**src/rtl/ckpt_pkg.sv**
```systemverilog
package ckpt_pkg;
  parameter int CkptNum = 8;
  localparam int CkptIdW = $clog2(CkptNum);

  typedef logic [CkptIdW-1:0] ckptId_t;

  typedef struct packed {
    logic                 allocEn;
    ckptId_t              allocIdx;
    logic [CkptNum-1:0]   releaseMask;
    logic [CkptNum-1:0]   killMask;
  } ckptStrobe_t;
endpackage

```
**src/rtl/ckpt_datapath.sv**
```systemverilog
module ckpt_datapath
  import ckpt_pkg::*;
#(
  parameter int VAL_W     = 32,
  parameter int RES_PORTS = 2
) (
  input  logic                                 clk,
  input  logic                                 rst_n,
  input  ckptStrobe_t                          strobe,
  input  logic [VAL_W-1:0]                     allocValue,
  input  logic [RES_PORTS-1:0]                 resValid,
  input  ckptId_t [RES_PORTS-1:0]              resId,
  input  logic [RES_PORTS-1:0][VAL_W-1:0]      resValue,
  output logic [CkptNum-1:0]                   slotValid,
  output logic [CkptNum-1:0][CkptNum-1:0]      olderMat,
  output logic [RES_PORTS-1:0]                 mispredict,
  output logic [RES_PORTS-1:0]                 correct
);
  logic [CkptNum-1:0][VAL_W-1:0] slotValue;
  logic [CkptNum-1:0]            allocOneHot;

  assign allocOneHot = strobe.allocEn ? (CkptNum'(1) << strobe.allocIdx) : '0;

  // Per-port comparison against the stored prediction
  always_comb begin
    for (int p = 0; p < RES_PORTS; p++) begin
      mispredict[p] = resValid[p] && slotValid[resId[p]] &&
                      (slotValue[resId[p]] != resValue[p]);
      correct[p]    = resValid[p] && slotValid[resId[p]] &&
                      (slotValue[resId[p]] == resValue[p]);
    end
  end

  always_ff @(posedge clk) begin
    if (!rst_n) slotValid <= '0;
    else slotValid <= (slotValid & ~strobe.releaseMask & ~strobe.killMask) | allocOneHot;
  end

  // One row per slot: row g bit k set means slot g is older than slot k
  for (genvar g = 0; g < CkptNum; g++) begin : gSlot
    always_ff @(posedge clk) begin
      if (!rst_n) begin
        olderMat[g]  <= '0;
        slotValue[g] <= '0;
      end else if (allocOneHot[g]) begin
        olderMat[g]  <= '0;
        slotValue[g] <= allocValue;
      end else begin
        olderMat[g]  <= olderMat[g] | allocOneHot;
      end
    end
  end
endmodule

```
**src/rtl/ckpt_control.sv**
```systemverilog
module ckpt_control
  import ckpt_pkg::*;
#(
  parameter int RES_PORTS = 2
) (
  input  logic                            clk,
  input  logic                            rst_n,
  input  logic                            allocValid,
  input  logic [CkptNum-1:0]              slotValid,
  input  logic [CkptNum-1:0][CkptNum-1:0] olderMat,
  input  logic [RES_PORTS-1:0]            mispredict,
  input  logic [RES_PORTS-1:0]            correct,
  input  ckptId_t [RES_PORTS-1:0]         resId,
  output ckptStrobe_t                     strobe,
  output logic                            allocAck,
  output ckptId_t                         allocId,
  output logic                            full,
  output logic                            rollbackValid,
  output ckptId_t                         rollbackId
);
  logic                 anyMis;
  logic [RES_PORTS-1:0] isOldest;
  ckptId_t              targetId;
  ckptId_t              freeIdx;
  logic [CkptNum-1:0]   relMask;
  logic [CkptNum-1:0]   killMask;

  assign full   = &slotValid;
  assign anyMis = |mispredict;

  // Lowest free slot
  always_comb begin
    freeIdx = '0;
    for (int i = CkptNum - 1; i >= 0; i--)
      if (!slotValid[i]) freeIdx = CkptIdW'(i);
  end

  // Oldest mispredicting port; ties on the same id go to the lowest port
  always_comb begin
    for (int p = 0; p < RES_PORTS; p++) begin
      isOldest[p] = mispredict[p];
      for (int q = 0; q < RES_PORTS; q++)
        if (q != p && mispredict[q] && olderMat[resId[q]][resId[p]])
          isOldest[p] = 1'b0;
    end
    targetId = '0;
    for (int p = RES_PORTS - 1; p >= 0; p--)
      if (isOldest[p]) targetId = resId[p];
  end

  always_comb begin
    relMask = '0;
    for (int p = 0; p < RES_PORTS; p++)
      if (correct[p]) relMask[resId[p]] = 1'b1;
    killMask = anyMis ? ((olderMat[targetId] & slotValid) | (CkptNum'(1) << targetId)) : '0;
  end

  assign allocAck = allocValid && !full && !anyMis;
  assign allocId  = freeIdx;

  always_comb begin
    strobe.allocEn     = allocAck;
    strobe.allocIdx    = freeIdx;
    strobe.releaseMask = relMask;
    strobe.killMask    = killMask;
  end

  always_ff @(posedge clk) begin
    if (!rst_n) begin
      rollbackValid <= 1'b0;
      rollbackId    <= '0;
    end else begin
      rollbackValid <= anyMis;
      if (anyMis) rollbackId <= targetId;
    end
  end
endmodule

```
**src/rtl/ckpt_manager.sv**
```systemverilog
module ckpt_manager
  import ckpt_pkg::*;
#(
  parameter int VAL_W     = 32,
  parameter int RES_PORTS = 2
) (
  input  logic                         clk,
  input  logic                         rst_n,
  input  logic                         allocValid,
  input  logic [VAL_W-1:0]             allocValue,
  output logic                         allocAck,
  output logic [CkptIdW-1:0]           allocId,
  output logic                         full,
  input  logic [RES_PORTS-1:0]         resValid,
  input  logic [RES_PORTS*CkptIdW-1:0] resIdFlat,
  input  logic [RES_PORTS*VAL_W-1:0]   resValueFlat,
  output logic                         rollbackValid,
  output logic [CkptIdW-1:0]           rollbackId
);
  ckptId_t [RES_PORTS-1:0]            resId;
  logic [RES_PORTS-1:0][VAL_W-1:0]    resValue;
  ckptStrobe_t                        strobe;
  logic [CkptNum-1:0]                 slotValid;
  logic [CkptNum-1:0][CkptNum-1:0]    olderMat;
  logic [RES_PORTS-1:0]               mispredict;
  logic [RES_PORTS-1:0]               correct;

  for (genvar p = 0; p < RES_PORTS; p++) begin : gUnpack
    assign resId[p]    = resIdFlat[p*CkptIdW +: CkptIdW];
    assign resValue[p] = resValueFlat[p*VAL_W +: VAL_W];
  end

  ckpt_datapath #(.VAL_W(VAL_W), .RES_PORTS(RES_PORTS)) uDp (
    .clk        (clk),
    .rst_n      (rst_n),
    .strobe     (strobe),
    .allocValue (allocValue),
    .resValid   (resValid),
    .resId      (resId),
    .resValue   (resValue),
    .slotValid  (slotValid),
    .olderMat   (olderMat),
    .mispredict (mispredict),
    .correct    (correct)
  );

  ckpt_control #(.RES_PORTS(RES_PORTS)) uCtl (
    .clk           (clk),
    .rst_n         (rst_n),
    .allocValid    (allocValid),
    .slotValid     (slotValid),
    .olderMat      (olderMat),
    .mispredict    (mispredict),
    .correct       (correct),
    .resId         (resId),
    .strobe        (strobe),
    .allocAck      (allocAck),
    .allocId       (allocId),
    .full          (full),
    .rollbackValid (rollbackValid),
    .rollbackId    (rollbackId)
  );
endmodule

```
**config.mk**
```make
export PLATFORM = sky130hd
export DESIGN_NAME = ckpt_manager
export DESIGN_NICKNAME = d
export VERILOG_FILES = /design/src/rtl/ckpt_pkg.sv /design/src/rtl/ckpt_datapath.sv /design/src/rtl/ckpt_control.sv /design/src/rtl/ckpt_manager.sv
export SDC_FILE = /design/constraint.sdc
export NUM_CORES = 1
export LEC_CHECK = 0
export ABC_AREA = 1
export BUFFER_PORTS_ARGS = -buffer_cell sky130_fd_sc_hd__buf_2
export CAP_MARGIN = 20
export CORE_MARGIN = 2
export CORE_UTILIZATION = 25
export DETAILED_ROUTE_END_ITERATION = 6
export GPL_ROUTABILITY_DRIVEN = 0
export PLACE_DENSITY = 0.36
export SLEW_MARGIN = 20
export SYNTH_ARGS = -nofsm -noshare
export SYNTH_HDL_FRONTEND = slang
export SYNTH_SLANG_ARGS = --single-unit
export TNS_END_PERCENT = 30
```
**constraint.sdc**
```tcl
create_clock -name clk -period 3.29 [get_ports clk]
set_input_delay 0.329 -clock clk [delete_from_list [all_inputs] [get_ports clk]]
set_output_delay 0.329 -clock clk [all_outputs]
set_load 0.005 [all_outputs]
```
Word-level counts from Yosys, hierarchy flattened
Cells that the tools add are included.

$add $sub $neg: 0. Multipliers: 0. Div/mod/pow operators: 0. Order comparisons: 5. Equal/unequal tests: 4. Shift-type cells: 2. Mux-type cells: 38. Bitwise gates (word level): 17. Reduce and logical (&&, ||, !) cells: 24.

Operators with widths (count): binary-select mux 32 bit (select 3 bit) (2); OR 8 bit (11); binary-select mux 8 bit (select 3 bit) (3); == test 32 bit (2); 2-to-1 mux 32 bit (2); inequality test 32 bit (2); 2-to-1 mux 8 bit (7); 2-to-1 mux 3 bit (10); bitwise AND 8 bit (3); OR reduction 2 bit (9); NOT 8 bit (2); left shift 1 x 3 -> 8 bit, first input constant (2); binary-select mux 1 bit (select 3 bit) (4); logical AND 1 bit (12); less-than comparator 3 x 4 -> 1 bit, second input constant (3); 2-to-1 mux 1 bit (8); AND reduction 8 bit (1); demux 1 bit (select 3 bit) (2); >= comparator 3 x 1 -> 1 bit, second input constant (2); logical NOT 1 bit (2); NOT 1 bit (1).

Register bits: 332. Latch bits: 0. Memory bits (writable): 0. Bits in read-only memories: 0. Output and inout port bits: 9. Memories kept: 0.

Longest topological paths before layout
Depth after elaboration: 16. Mapped depth: 31.

Cells and area by module
From an unflattened synthesis, not the netlist that was laid out.

Cells, all modules: 3601. Area, all modules: 20803.7 um^2.

By module, submodules not included: ckpt_datapath (instances 1, cells an instance 2996, area each 17964.7 um^2); ckpt_control (instances 1, cells an instance 605, area each 2839.0 um^2).

Least setup slack after synthesis
OpenSTA, ideal clock, no wires.

Path type: input port to flip-flop. From: input port resIdFlat[4]. To: register uDp.slotValue[249] (netlist name). Setup time: 119 ps. Arrival: 2913 ps. Required time: 3171 ps. Slack: 258 ps. Cell stages on the path: 19. Path buffers: 4. Cell sequence: buf_2 > inv_2 > buf_2 > buf_2 > nand3_1 > inv_1 > a221oi_1 > o211ai_1 > nand2_1 > nor2_1 > inv_2 > nand2_4 > clkinv_2 > nand3_4 > nor3_4 > nand2_4 > clkbuf_1 > o21ai_1 > a21oi_1.

Cells in the longest elaborated chain, start to end: 8. Elaborated cells between the ends (all ways): 11.

Ends and longest elaborated chain: from (decl) (line ckpt_manager.sv:15) `input logic [RES_PORTS*CkptIdW-1:0] resIdFlat,`; binary-select mux 32 bit (select 3 bit) / binary-select mux 1 bit (select 3 bit) (equally long branches) (line ckpt_datapath.sv:28, ckpt_datapath.sv:27); 2-to-1 mux 32 bit (not written as such) / 2-to-1 mux 1 bit (equally long branches) (line ckpt_datapath.sv:28, ckpt_datapath.sv:27); inequality test 32 bit / logical AND 1 bit (equally long branches) (line ckpt_datapath.sv:28, ckpt_datapath.sv:27); logical AND 1 bit * (line ckpt_datapath.sv:27) `mispredict[p] = resValid[p] && slotValid[resId[p]] &&`; OR reduction 2 bit * (line ckpt_control.sv:29) `assign anyMis = |mispredict;`; logical NOT 1 bit * (line ckpt_control.sv:58) `assign allocAck = allocValid && !full && !anyMis;`; logical AND 1 bit * (line ckpt_control.sv:58); 2-to-1 mux 8 bit * (line ckpt_datapath.sv:22) `assign allocOneHot = strobe.allocEn ? (CkptNum'(1) << strobe.allocIdx) : '0;`; to (signal, indexed assignment) (line ckpt_datapath.sv:47) `slotValue[g] <= allocValue;`; to (decl) (line ckpt_datapath.sv:19) `logic [CkptNum-1:0][VAL_W-1:0] slotValue;`.

Every way passes the cells marked *; elsewhere a longest branch is shown, timed or not. The select of a mux whose other input is x is not followed. A chain may end at the register's enable or synchronous reset.

Worst setup path after layout
From: register uDp.slotValue[149] (netlist name). To: register uDp.slotValue[245] (netlist name).

Cells in the longest elaborated chain, start to end: 8. Elaborated cells between the ends (all ways): 12.

Ends and longest elaborated chain: binary-select mux 32 bit (select 3 bit) (line ckpt_datapath.sv:28) `(slotValue[resId[p]] != resValue[p]);`; 2-to-1 mux 32 bit (not written as such) (line ckpt_datapath.sv:28); inequality test 32 bit (line ckpt_datapath.sv:28); logical AND 1 bit (line ckpt_datapath.sv:27); OR reduction 2 bit * (line ckpt_control.sv:29); logical NOT 1 bit * (line ckpt_control.sv:58); logical AND 1 bit * (line ckpt_control.sv:58); 2-to-1 mux 8 bit * (line ckpt_datapath.sv:22).

Marks and branches as above.

==> run metrics <==
status complete, no violations; hold_sp allocValue[15]; Worst EP arrival 3.63 ns; Die Y 283 µm; Clock Sink Count 332; Max Slew Vio Count 0; relative slew slack 26.2%; WL/cell 19.7 µm; TritonCTS clock tree done; routed via count 21700; row count 102; vias per inst 4.76; Power Dens Cells 439 nW/µm²; final setup TNS 0 ns; VDD IR max 0.318 mV; Syn Nets 3378; Final Cycle Share 94.6%; slowest stage delay, CP 0.30 ns; number of distinct library cells after synthesis 35; Peak Freq 0.321 GHz; worst hold margin 0.0960 ns; Synth warnings 0; worst reg2reg path startpoint uDp.slotValue[149]; final hold violation count 0; Synth async-reset ratio 0%; crit path cell chain inv_1, o21ai_1, nand2_1, nand2_1, nand2_1, nand3_1, nand2_2, nor2_2, nand2_2, nor2_1, buf_4, nand2_2, nor2_4, nor2_2, inv_2, nand2_4, clkinv_2, nand3_4, nor3_4, buf_12, nand2_8, buf_12, clkbuf_16, a21oi_1; Synth Instances 3271; largest area contributor in the netlist dfxtp_1; Avg Inst Size Synth 5.96 µm²; Layout area overhead 28.3%; Worst Skew 0.0252 ns; clock latency on the worst-skew pair 0.59 ns; drt total wl 90000 µm; first-pass GRT wire length 132000 µm; top post-synthesis cells by area dfxtp_1 34%, nand2_1 22%, a21oi_1 8.7%; DRC violations left 0; CTS root buffer clkbuf_16; Pwr Total 11000 µW; fin util 32.4%; worst-path maximum fanout 15; fin area 25000 µm²; worst hold path type in -> reg; CTS Buf Count 45; final net count 3588; minimum clock period 3.11 ns; pin slew with the least headroom to its limit 1.11 ns; crit end category register; commonest non-fill, non-tap cell in the layout nand2_1; critical path type reg -> reg; CP max stage cell dfxtp_1; WP data required 3.80 ns; Synth top area share 34.1%; Setup-failing EPs final 0; initial antenna violation count 5; Clock Pin Slew Worst Setup and Hold Paths 0.06 ns; H-tree levels 2; Initial DRT Pass Iterations 5; number of flops mapped to enable cells by yosys 0; maximum clock path buffer count 3; Max-cap violations 0; die area 80300 µm²; global route overflow 0; layout cells sized above 1 14.5%; Synth Flop Type dfxtp_1; R2R setup slack 0.18 ns; initial core utilization 25.2%; vias in the first global route 20400; DP HPWL 63000 µm; most frequent cells in the layout 1103 x nand2_1, 422 x inv_1, 335 x a21oi_1; Antenna Nets Post-Route 0; hold_buf cts 0; All-Layer GR Usage 21.6%; # port buffers 115; FF+latch count, synth 332; Leak 0.0113 µW; sequential share of the synthesized area 34.1%; initial DRC count 1688; origin of the worst setup path uDp.slotValue[149]; largest net degree at the start of global routing 142; Die W 283 µm; Ports 116; Post-DP Area 23100 µm²; Core Region 77300 µm²; Worst Setup Start Kind register; Syn Std Cell Area 19500 µm²
worst paths after layout:
path / depth (start not counted) / to
max: 24 / uDp.slotValue[245]
max reg2reg: 24 / uDp.slotValue[245]
min: 3 / uDp.slotValue[207]
min reg2reg: 2 / uDp.olderMat[0]
flip-flops by register name (all words and copies together) (netlist names):
| signal | cells |
|---|---|
| uCtl.rollbackId | 3 |
| uCtl.rollbackValid | 1 |
| uDp.olderMat | 64 |
| uDp.slotValid | 8 |
| uDp.slotValue | 256 |
cell families (layout without fill, tap and decap cells):
logic type             count (synthesis)  in the layout  share of synthesized area [%]
AO/OA/AOI/OAI                        800            800                           21.6
XOR/XNOR                               3              3                          0.135
buffers and inverters                628            874                           13.2
flip-flops                           332            332                           34.1
other                                  0              2                              0
AND/OR/NAND/NOR                     1508           1508                           31.0
what timing repair did:
item | in CTS | in global routing
pin swaps | 0 | 14
gates resized for setup | 9 | 95
setup endpoints to repair | 324 | 306
cloned | 0 | 3
buffers inserted | 0 | 7
final cells by class:
type	instances	area [µm²]
clock buffer	65	1310
sequential	332	6650
antenna	2	5.00
tap	1040	1300
clock inverter	18	170
multi-input combinational	2311	10500
fill	8636	52300
inverter	435	1650
timing repair buffer	356	3430
cells in the mapped netlist (9+ instances only):
cell type,instances
a21oi_1,338
a22oi_1,18
buf_2,69
buf_4,17
clkbuf_1,93
dfxtp_1,332
inv_1,425
inv_2,9
nand2_1,1125
nand3_1,209
nand4_1,11
nor2_1,137
nor3_1,12
o211ai_1,31
o21ai_0,277
o21ai_1,89
o22ai_1,37
through the flow:
step / setup slack, ns / cells
after floorplan: 0.258 / 3271
after global placement: -0.593 / 4464
after detailed placement: -0.586 / 4464
after CTS: 0.00844 / 4547
after global routing: -0.0129 / 4558
final: 0.176 / 4559
report_power, final:
part	internal, µW	switching [µW]	leakage (µW)	total (µW)
sequential	4130	43.9	0.00269	4180
clock	2940	2070	0.000727	5010
combinational	638	1170	0.00792	1810
total	7710	3280	0.0113	11000
critical path: cells and delay by family, from the launching register on:
| kind | cells | cell delay [ns] |
|---|---|---|
| and+or+nand+nor | 15 | 1.56 |
| buffers and inverters | 7 | 0.87 |
| DFF | 1 | 0.30 |
| AOI/OAI and AO/OA | 2 | 0.29 |
routing by layer:
layer	up-vias	part of all wire (%)	track usage [%]
li1	10900	-	-
met1	10100	47	29.5
met2	588	45	35.5
met3	130	5.3	2.75
met4	4	2.5	6.01
met5	-	0.028	0
No activity file was read; power rests on OpenSTA's default activity.
